<file path="src/rtl/uart_tx_pkg.sv">
package uart_tx_pkg;

  typedef enum logic [2:0] {
    ST_IDLE  = 3'd0,
    ST_BREAK = 3'd1,
    ST_DELIM = 3'd2,
    ST_START = 3'd3,
    ST_DATA  = 3'd4,
    ST_PAR   = 3'd5,
    ST_STOP  = 3'd6
  } tx_state_e;

endpackage

</file>
<file path="src/rtl/uart_tx_len_ctr.sv">
module uart_tx_len_ctr #(
  parameter int LEN_W = 16
) (
  input  logic             clk,
  input  logic             rst_n,
  input  logic             clr,
  input  logic             char_done,
  input  logic             free_run,
  input  logic [LEN_W-1:0] xfer_len,
  output logic             finished,
  output logic             done_pulse
);

  logic [LEN_W-1:0] cnt_q, cnt_d;
  logic             done_q, done_d;

  always_comb begin
    cnt_d  = cnt_q;
    done_d = 1'b0;
    if (clr) begin
      cnt_d = '0;
    end else if (char_done) begin
      cnt_d  = cnt_q + 1'b1;
      done_d = !free_run && ((cnt_q + 1'b1) == xfer_len);
    end
  end

  always_ff @(posedge clk or negedge rst_n) begin
    if (!rst_n) begin
      cnt_q  <= '0;
      done_q <= 1'b0;
    end else begin
      cnt_q  <= cnt_d;
      done_q <= done_d;
    end
  end

  assign finished   = !free_run && (cnt_q >= xfer_len);
  assign done_pulse = done_q;

endmodule

</file>
<file path="src/rtl/uart_tx_ir.sv">
module uart_tx_ir #(
  parameter int OSR      = 16,
  parameter int IR_TICKS = 3
) (
  input  logic                   raw,
  input  logic [$clog2(OSR)-1:0] phase,
  input  logic                   ir_en,
  input  logic                   ir_inv,
  output logic                   line
);

  localparam int PH_W   = $clog2(OSR);
  localparam int P_LO   = OSR / 2;
  localparam int P_HI   = OSR / 2 + IR_TICKS;

  logic pulse;

  always_comb begin
    pulse = !raw && (32'(phase) >= P_LO) && (32'(phase) < P_HI);
    line  = ir_en ? (pulse ^ ir_inv) : raw;
  end

endmodule

</file>
<file path="src/rtl/uart_tx_lin.sv">
module uart_tx_lin
  import uart_tx_pkg::*;
#(
  parameter int OSR      = 16,
  parameter int DBITS_W  = 3,
  parameter int BRK_W    = 3,
  parameter int STOP_W   = 2,
  parameter int LEN_W    = 16,
  parameter int IR_TICKS = 3
) (
  input  logic                    clk,
  input  logic                    rst_n,
  input  logic                    baud_tick,
  input  logic                    cfg_en,
  input  logic                    cfg_lin_en,
  input  logic [BRK_W-1:0]        cfg_brk_len,
  input  logic [DBITS_W-1:0]      cfg_data_bits,
  input  logic                    cfg_par_en,
  input  logic                    cfg_par_odd,
  input  logic [STOP_W-1:0]       cfg_stop_half,
  input  logic                    cfg_cts_en,
  input  logic                    cts,
  input  logic                    cfg_ir_en,
  input  logic                    cfg_ir_inv,
  input  logic                    cfg_free_run,
  input  logic [LEN_W-1:0]        cfg_xfer_len,
  input  logic [(1<<DBITS_W)-1:0] in_data,
  input  logic                    in_valid,
  output logic                    in_ready,
  output logic                    txd,
  output logic                    xfer_done
);

  localparam int DATA_W  = 1 << DBITS_W;
  localparam int PH_W    = $clog2(OSR);
  localparam int BRK_MAX = ((1 << BRK_W) - 1 + 8) * OSR;
  localparam int CNT_W   = $clog2(BRK_MAX + 1);
  localparam logic [DATA_W-1:0] SYNC_PAT = {(DATA_W/2){2'b01}};

  tx_state_e           state_q, state_d;
  logic [CNT_W-1:0]    tick_q, tick_d;
  logic [DBITS_W-1:0]  bit_q, bit_d;
  logic [DATA_W-1:0]   shift_q, shift_d;
  logic                par_q, par_d;
  logic                hdr_q, hdr_d;
  logic                sync_q, sync_d;
  logic [CNT_W-1:0]    elem_len;
  logic                last_tick;
  logic                cts_ok;
  logic                finished;
  logic                char_done;
  logic                raw_line;

  assign cts_ok   = !cfg_cts_en || cts;
  assign in_ready = cfg_en && (state_q == ST_IDLE) && (hdr_q || !cfg_lin_en)
                    && cts_ok && !finished;

  always_comb begin
    case (state_q)
      ST_BREAK: elem_len = CNT_W'((32'(cfg_brk_len) + 32'd8) * OSR);
      ST_STOP:  elem_len = CNT_W'(((cfg_stop_half == '0) ? 32'd1 : 32'(cfg_stop_half))
                                  * (OSR / 2));
      default:  elem_len = CNT_W'(OSR);
    endcase
    last_tick = baud_tick && (tick_q == elem_len - 1'b1);
  end

  assign char_done = cfg_en && (state_q == ST_STOP) && last_tick && !sync_q;

  always_comb begin
    case (state_q)
      ST_BREAK, ST_START: raw_line = 1'b0;
      ST_DATA:            raw_line = shift_q[0];
      ST_PAR:             raw_line = par_q ^ cfg_par_odd;
      default:            raw_line = 1'b1;
    endcase
  end

  always_comb begin
    state_d = state_q;
    tick_d  = tick_q;
    bit_d   = bit_q;
    shift_d = shift_q;
    par_d   = par_q;
    hdr_d   = hdr_q;
    sync_d  = sync_q;
    if (state_q != ST_IDLE && baud_tick) begin
      tick_d = last_tick ? '0 : tick_q + 1'b1;
    end
    if (!cfg_en) begin
      state_d = ST_IDLE;
      tick_d  = '0;
      hdr_d   = 1'b0;
    end else begin
      case (state_q)
        ST_IDLE: begin
          tick_d = '0;
          if (cfg_lin_en && !hdr_q && cts_ok) begin
            state_d = ST_BREAK;
          end else if (in_valid && in_ready) begin
            state_d = ST_START;
            shift_d = in_data;
            par_d   = 1'b0;
            sync_d  = 1'b0;
          end
        end
        ST_BREAK: if (last_tick) state_d = ST_DELIM;
        ST_DELIM: if (last_tick) begin
          state_d = ST_START;
          shift_d = SYNC_PAT;
          par_d   = 1'b0;
          sync_d  = 1'b1;
          hdr_d   = 1'b1;
        end
        ST_START: if (last_tick) begin
          state_d = ST_DATA;
          bit_d   = '0;
        end
        ST_DATA: if (last_tick) begin
          par_d   = par_q ^ shift_q[0];
          shift_d = shift_q >> 1;
          bit_d   = bit_q + 1'b1;
          if (bit_q == cfg_data_bits) begin
            state_d = cfg_par_en ? ST_PAR : ST_STOP;
          end
        end
        ST_PAR:  if (last_tick) state_d = ST_STOP;
        ST_STOP: if (last_tick) state_d = ST_IDLE;
        default: state_d = ST_IDLE;
      endcase
    end
  end

  always_ff @(posedge clk or negedge rst_n) begin
    if (!rst_n) begin
      state_q <= ST_IDLE;
      tick_q  <= '0;
      bit_q   <= '0;
      shift_q <= '0;
      par_q   <= 1'b0;
      hdr_q   <= 1'b0;
      sync_q  <= 1'b0;
    end else begin
      state_q <= state_d;
      tick_q  <= tick_d;
      bit_q   <= bit_d;
      shift_q <= shift_d;
      par_q   <= par_d;
      hdr_q   <= hdr_d;
      sync_q  <= sync_d;
    end
  end

  uart_tx_len_ctr #(.LEN_W(LEN_W)) len_ctr_i (
    .clk        (clk),
    .rst_n      (rst_n),
    .clr        (!cfg_en),
    .char_done  (char_done),
    .free_run   (cfg_free_run),
    .xfer_len   (cfg_xfer_len),
    .finished   (finished),
    .done_pulse (xfer_done)
  );

  uart_tx_ir #(.OSR(OSR), .IR_TICKS(IR_TICKS)) ir_i (
    .raw    (raw_line),
    .phase  (tick_q[PH_W-1:0]),
    .ir_en  (cfg_ir_en),
    .ir_inv (cfg_ir_inv),
    .line   (txd)
  );

endmodule

</file>
<file path="config.mk">
export PLATFORM = sky130hd
export DESIGN_NAME = uart_tx_lin
export DESIGN_NICKNAME = d
export VERILOG_FILES = /design/src/rtl/uart_tx_pkg.sv /design/src/rtl/uart_tx_len_ctr.sv /design/src/rtl/uart_tx_ir.sv /design/src/rtl/uart_tx_lin.sv
export SDC_FILE = /design/constraint.sdc
export NUM_CORES = 1
export LEC_CHECK = 0
export ABC_CLOCK_PERIOD_IN_PS = 4000
export CAP_MARGIN = 20
export CORE_MARGIN = 1
export CORE_UTILIZATION = 40
export DETAILED_ROUTE_END_ITERATION = 8
export RECOVER_POWER = 100
export SLEW_MARGIN = 15
export SYNTH_ARGS = -nofsm -noshare
export SYNTH_HDL_FRONTEND = slang
export SYNTH_SLANG_ARGS = --single-unit
</file>
<file path="constraint.sdc">
create_clock -name clk -period 4 [get_ports clk]
set_input_delay 0.8 -clock clk [delete_from_list [all_inputs] [get_ports clk]]
set_output_delay 0.8 -clock clk [all_outputs]
set_load 0.005 [all_outputs]
</file>
==> flow_summary.toml <==
[critical_path]
cp_max_fo = 3
crit_chain = "clkdlybuf4s50_1, inv_1, ha_1, nand4_1, nor3_1, o21ai_0, o21ai_1, a21oi_1, clkdlybuf4s50_1"
crit_path_end_kind = "primary output"
cp.arrival_ns = 3.04
crit_path_start_kind = "input pin"
critical_path_depth = 9
crit_family = "buffers and inverters"
path_common_cell = "clkdlybuf4s50_1"
reg2regPathDepth = 11
cpPeakStageDelay_ns = 0.50
critPathBufInv = 3
required_ns = 3.20
critical_path_class = "in -> out"
slowest_stage = "clkdlybuf4s50_1"

[layout]
regArea_um2 = 1050
diodes = 0
multiInputGateArea_um2 = 2210
drive_above_1_share_pct = 5.25
synthToLayoutAreaGrowth_pct = 19.8
fin_nets = 542
fillers = 813

[routing]
wl_um = 8440
dr.first_iter.drc_count = 133
drtPass1Iterations = 4
remaining_drc_errors = 0
wl_per_cell_um = 14.5
ant_nets = 0
vias_per_cell = 5.61
via_count = 3262

[clock_tree]
cts_buffers = 5
clk_latency_ns = 0.29
path_clk_slew_ns = 0.08
cts-root-buf = "clkbuf_8"
cts.htree.levels = 2
cts_tree = "built"
cts_buffer_depth = 2
clock_sinks = 42

[power]
ir_drop_uv = 198
power.total_w = 0.00126
power.share.clock_pct = 21.1
pwr-share-comb_pct = 37.9
p_per_area_nw_per_um2 = 303
power.leakage_nw = 1.81
seqPwrFrac_pct = 41.1
intPower_w = 0.000808
sw_frac_of_total_pct = 35.8
switching_power_w = 0.000451

[sta]
report.final.setup_viol = 0
finalCritPeriodShare_pct = 96.0
hold_viol_final = 0
hold_slack_ns = 0.438
timing.fmax_mhz = 260
slew_headroom_pct = -26.0
fin_crit_ns = 3.84
max_slew.worst_pin.slew_ns = 1.89
report.final.slew_viol_count = 35
skew_ns = 0.00796

[global_routing]
grt_pass1_wl_um = 14000
grt_max_degree = 43
antenna_found_initial = 0
track_usage_pct = 19.7
first_global_vias = 3039
gr-total-overflow = 0

[synthesis]
post_synth.cell_area_avg_um2 = 8.15
synth.yosys.seq_area_share_pct = 30.3
syn-instance-count = 425
synth_top_area_share_pct = 30.3
netlist_area_um2 = 3470
syn-num-nets = 491
synth_seq_cells = 42
synth.most_common_cell = "dfrtp_1"
synth_ff_type = "dfrtp_1"
synth_common_cells = "dfrtp_1, nand2_1, a21oi_1, inv_1, o21ai_0"
synth_top_area_cell = "dfrtp_1"
yosysUniqueCellTypes = 61
ys_top_cells_by_area = "dfrtp_1, ha_1, a21oi_1"
async_flop_share_pct = 100
synth_edf_count = 0
yosys_warnings = 0

[hold_path]
hold_path_class = "in -> async"

[floorplanning]
fp.dieH_um = 95.1
fp.dieArea_um2 = 9040
coreArea_um2 = 8300
ios = 48
die_w_um = 95.1
start_util_pct = 41.8
rows = 33

[flow_run]
drv_cap = 1

[place]
gp_congestion = 0.817
port_buffers = 47
dp_hpwl_um = 6330

[run_status]
outcome = "finished with violations"
violations = "max-capacitance violations, max-slew violations"
[worst paths after layout]
kind,endpoint,slack (ns),from
min in group clk,hdr_q,0.50,hdr_q
max in group asynchronous,len_ctr_i.cnt_q[3],1.43,rst_n
setup / recovery,in_ready,0.16,cfg_xfer_len[15]
hold reg to reg,hdr_q,0.50,hdr_q
setup reg to reg,len_ctr_i.cnt_q[14],0.55,state_q[2]
hold / removal,len_ctr_i.cnt_q[10],0.44,rst_n
[state kept, by name, indices dropped and copies added, names as in the netlist]
register / flops
state_q: 3
len_ctr_i.cnt_q: 16
bit_q: 3
par_q: 1
len_ctr_i.done_pulse: 1
sync_q: 1
hdr_q: 1
shift_q: 8
tick_q: 8
[metal layers]
metal / wire length [um] / global-route usage (%) / vias to the layer above
met5: 0 / 0 / -
met4: 122 / 5.56 / 0
met3: 338 / 3.03 / 8
met2: 4130 / 34.0 / 72
met1: 3840 / 25.4 / 1545
li1: - / - / 1637
[through the flow]
step	setup TNS, ns	cell area, um^2	utilization, %	setup slack [ns]	std cells
6_report	0	4150	50.0	0.158	581
5_1_grt	-0.00177	4150	50.0	-0.00177	581
4_1_cts	0	4180	50.4	0.0323	580
2_1_floorplan	0	3470	-	0.726	425
3_3_place_gp	0	4100	49.4	0.0799	573
3_5_place_dp	0	4100	49.4	0.0526	573
[worst reg2reg max path, delay by kind of cell, from the launching register on]
family	cells	cell delay, ns
AOI/OAI and AO/OA	3	0.72
xor gates and xnor gates	2	0.29
and+or+nand+nor	4	1.27
buffers and inverters	1	0.42
DFF	1	0.44
adders and majority gates	1	0.25
[layout by cell type (no fill, tap or decap), types with 3 or more instances in the layout]
master / n
nand2_1: 38
nand4_1: 8
a21oi_1: 34
nand3_1: 16
or3_1: 4
buf_4: 6
o211ai_1: 8
nor3_1: 7
mux2_2: 3
clkbuf_1: 6
nand2b_1: 9
and2_1: 3
dfrtp_1: 42
nor3b_1: 3
and3_1: 8
or4_1: 5
ha_1: 21
clkdlybuf4s50_1: 45
o21ai_0: 26
xnor2_1: 14
o22ai_1: 10
a31oi_1: 7
mux2i_1: 7
o31ai_1: 7
or2_2: 3
xor2_1: 18
nor2b_1: 7
o22a_1: 3
clkbuf_8: 5
nor2_1: 25
inv_1: 33
[power by group through the flow]
stage	Combinational, W	Sequential, W	Clock [W]
after floorplan	0.000327	0.000514	0
after global placement	0.000478	0.000523	0
after detailed placement	0.000488	0.000526	0
after CTS	0.000490	0.000517	0.000275
after global routing	0.000536	0.000523	0.000291
final	0.000477	0.000517	0.000265
[what timing repair did]
action / CTS / global route
buffers inserted: 0 / 0
resized for setup: 0 / 3
hold buffers: 0 / 0
endpoints found under the setup margin: 0 / 1
[final cells by class]
cell class	count	area share, %
clock buffer	5	1.66
clock inverter	2	0.241
inverter	35	3.16
multi-input combinational	332	53.3
sequential	42	25.3
tap	105	3.16
timing repair buffer	60	13.1
[cells by family (layout without fill, tap and decap cells)]
family,count (synthesis),in the layout,synth area share (%)
AND/OR/NAND/NOR,148,148,22.7
buffers and inverters,51,102,5.56
multiplexers,10,10,3.00
adder cells (fa/ha/maj),22,22,7.87
flip-flops,42,42,30.3
XOR/XNOR,32,32,8.09
AO/OA/AOI/OAI,120,120,22.5
Note: power is estimated with default switching activity, not from simulation.
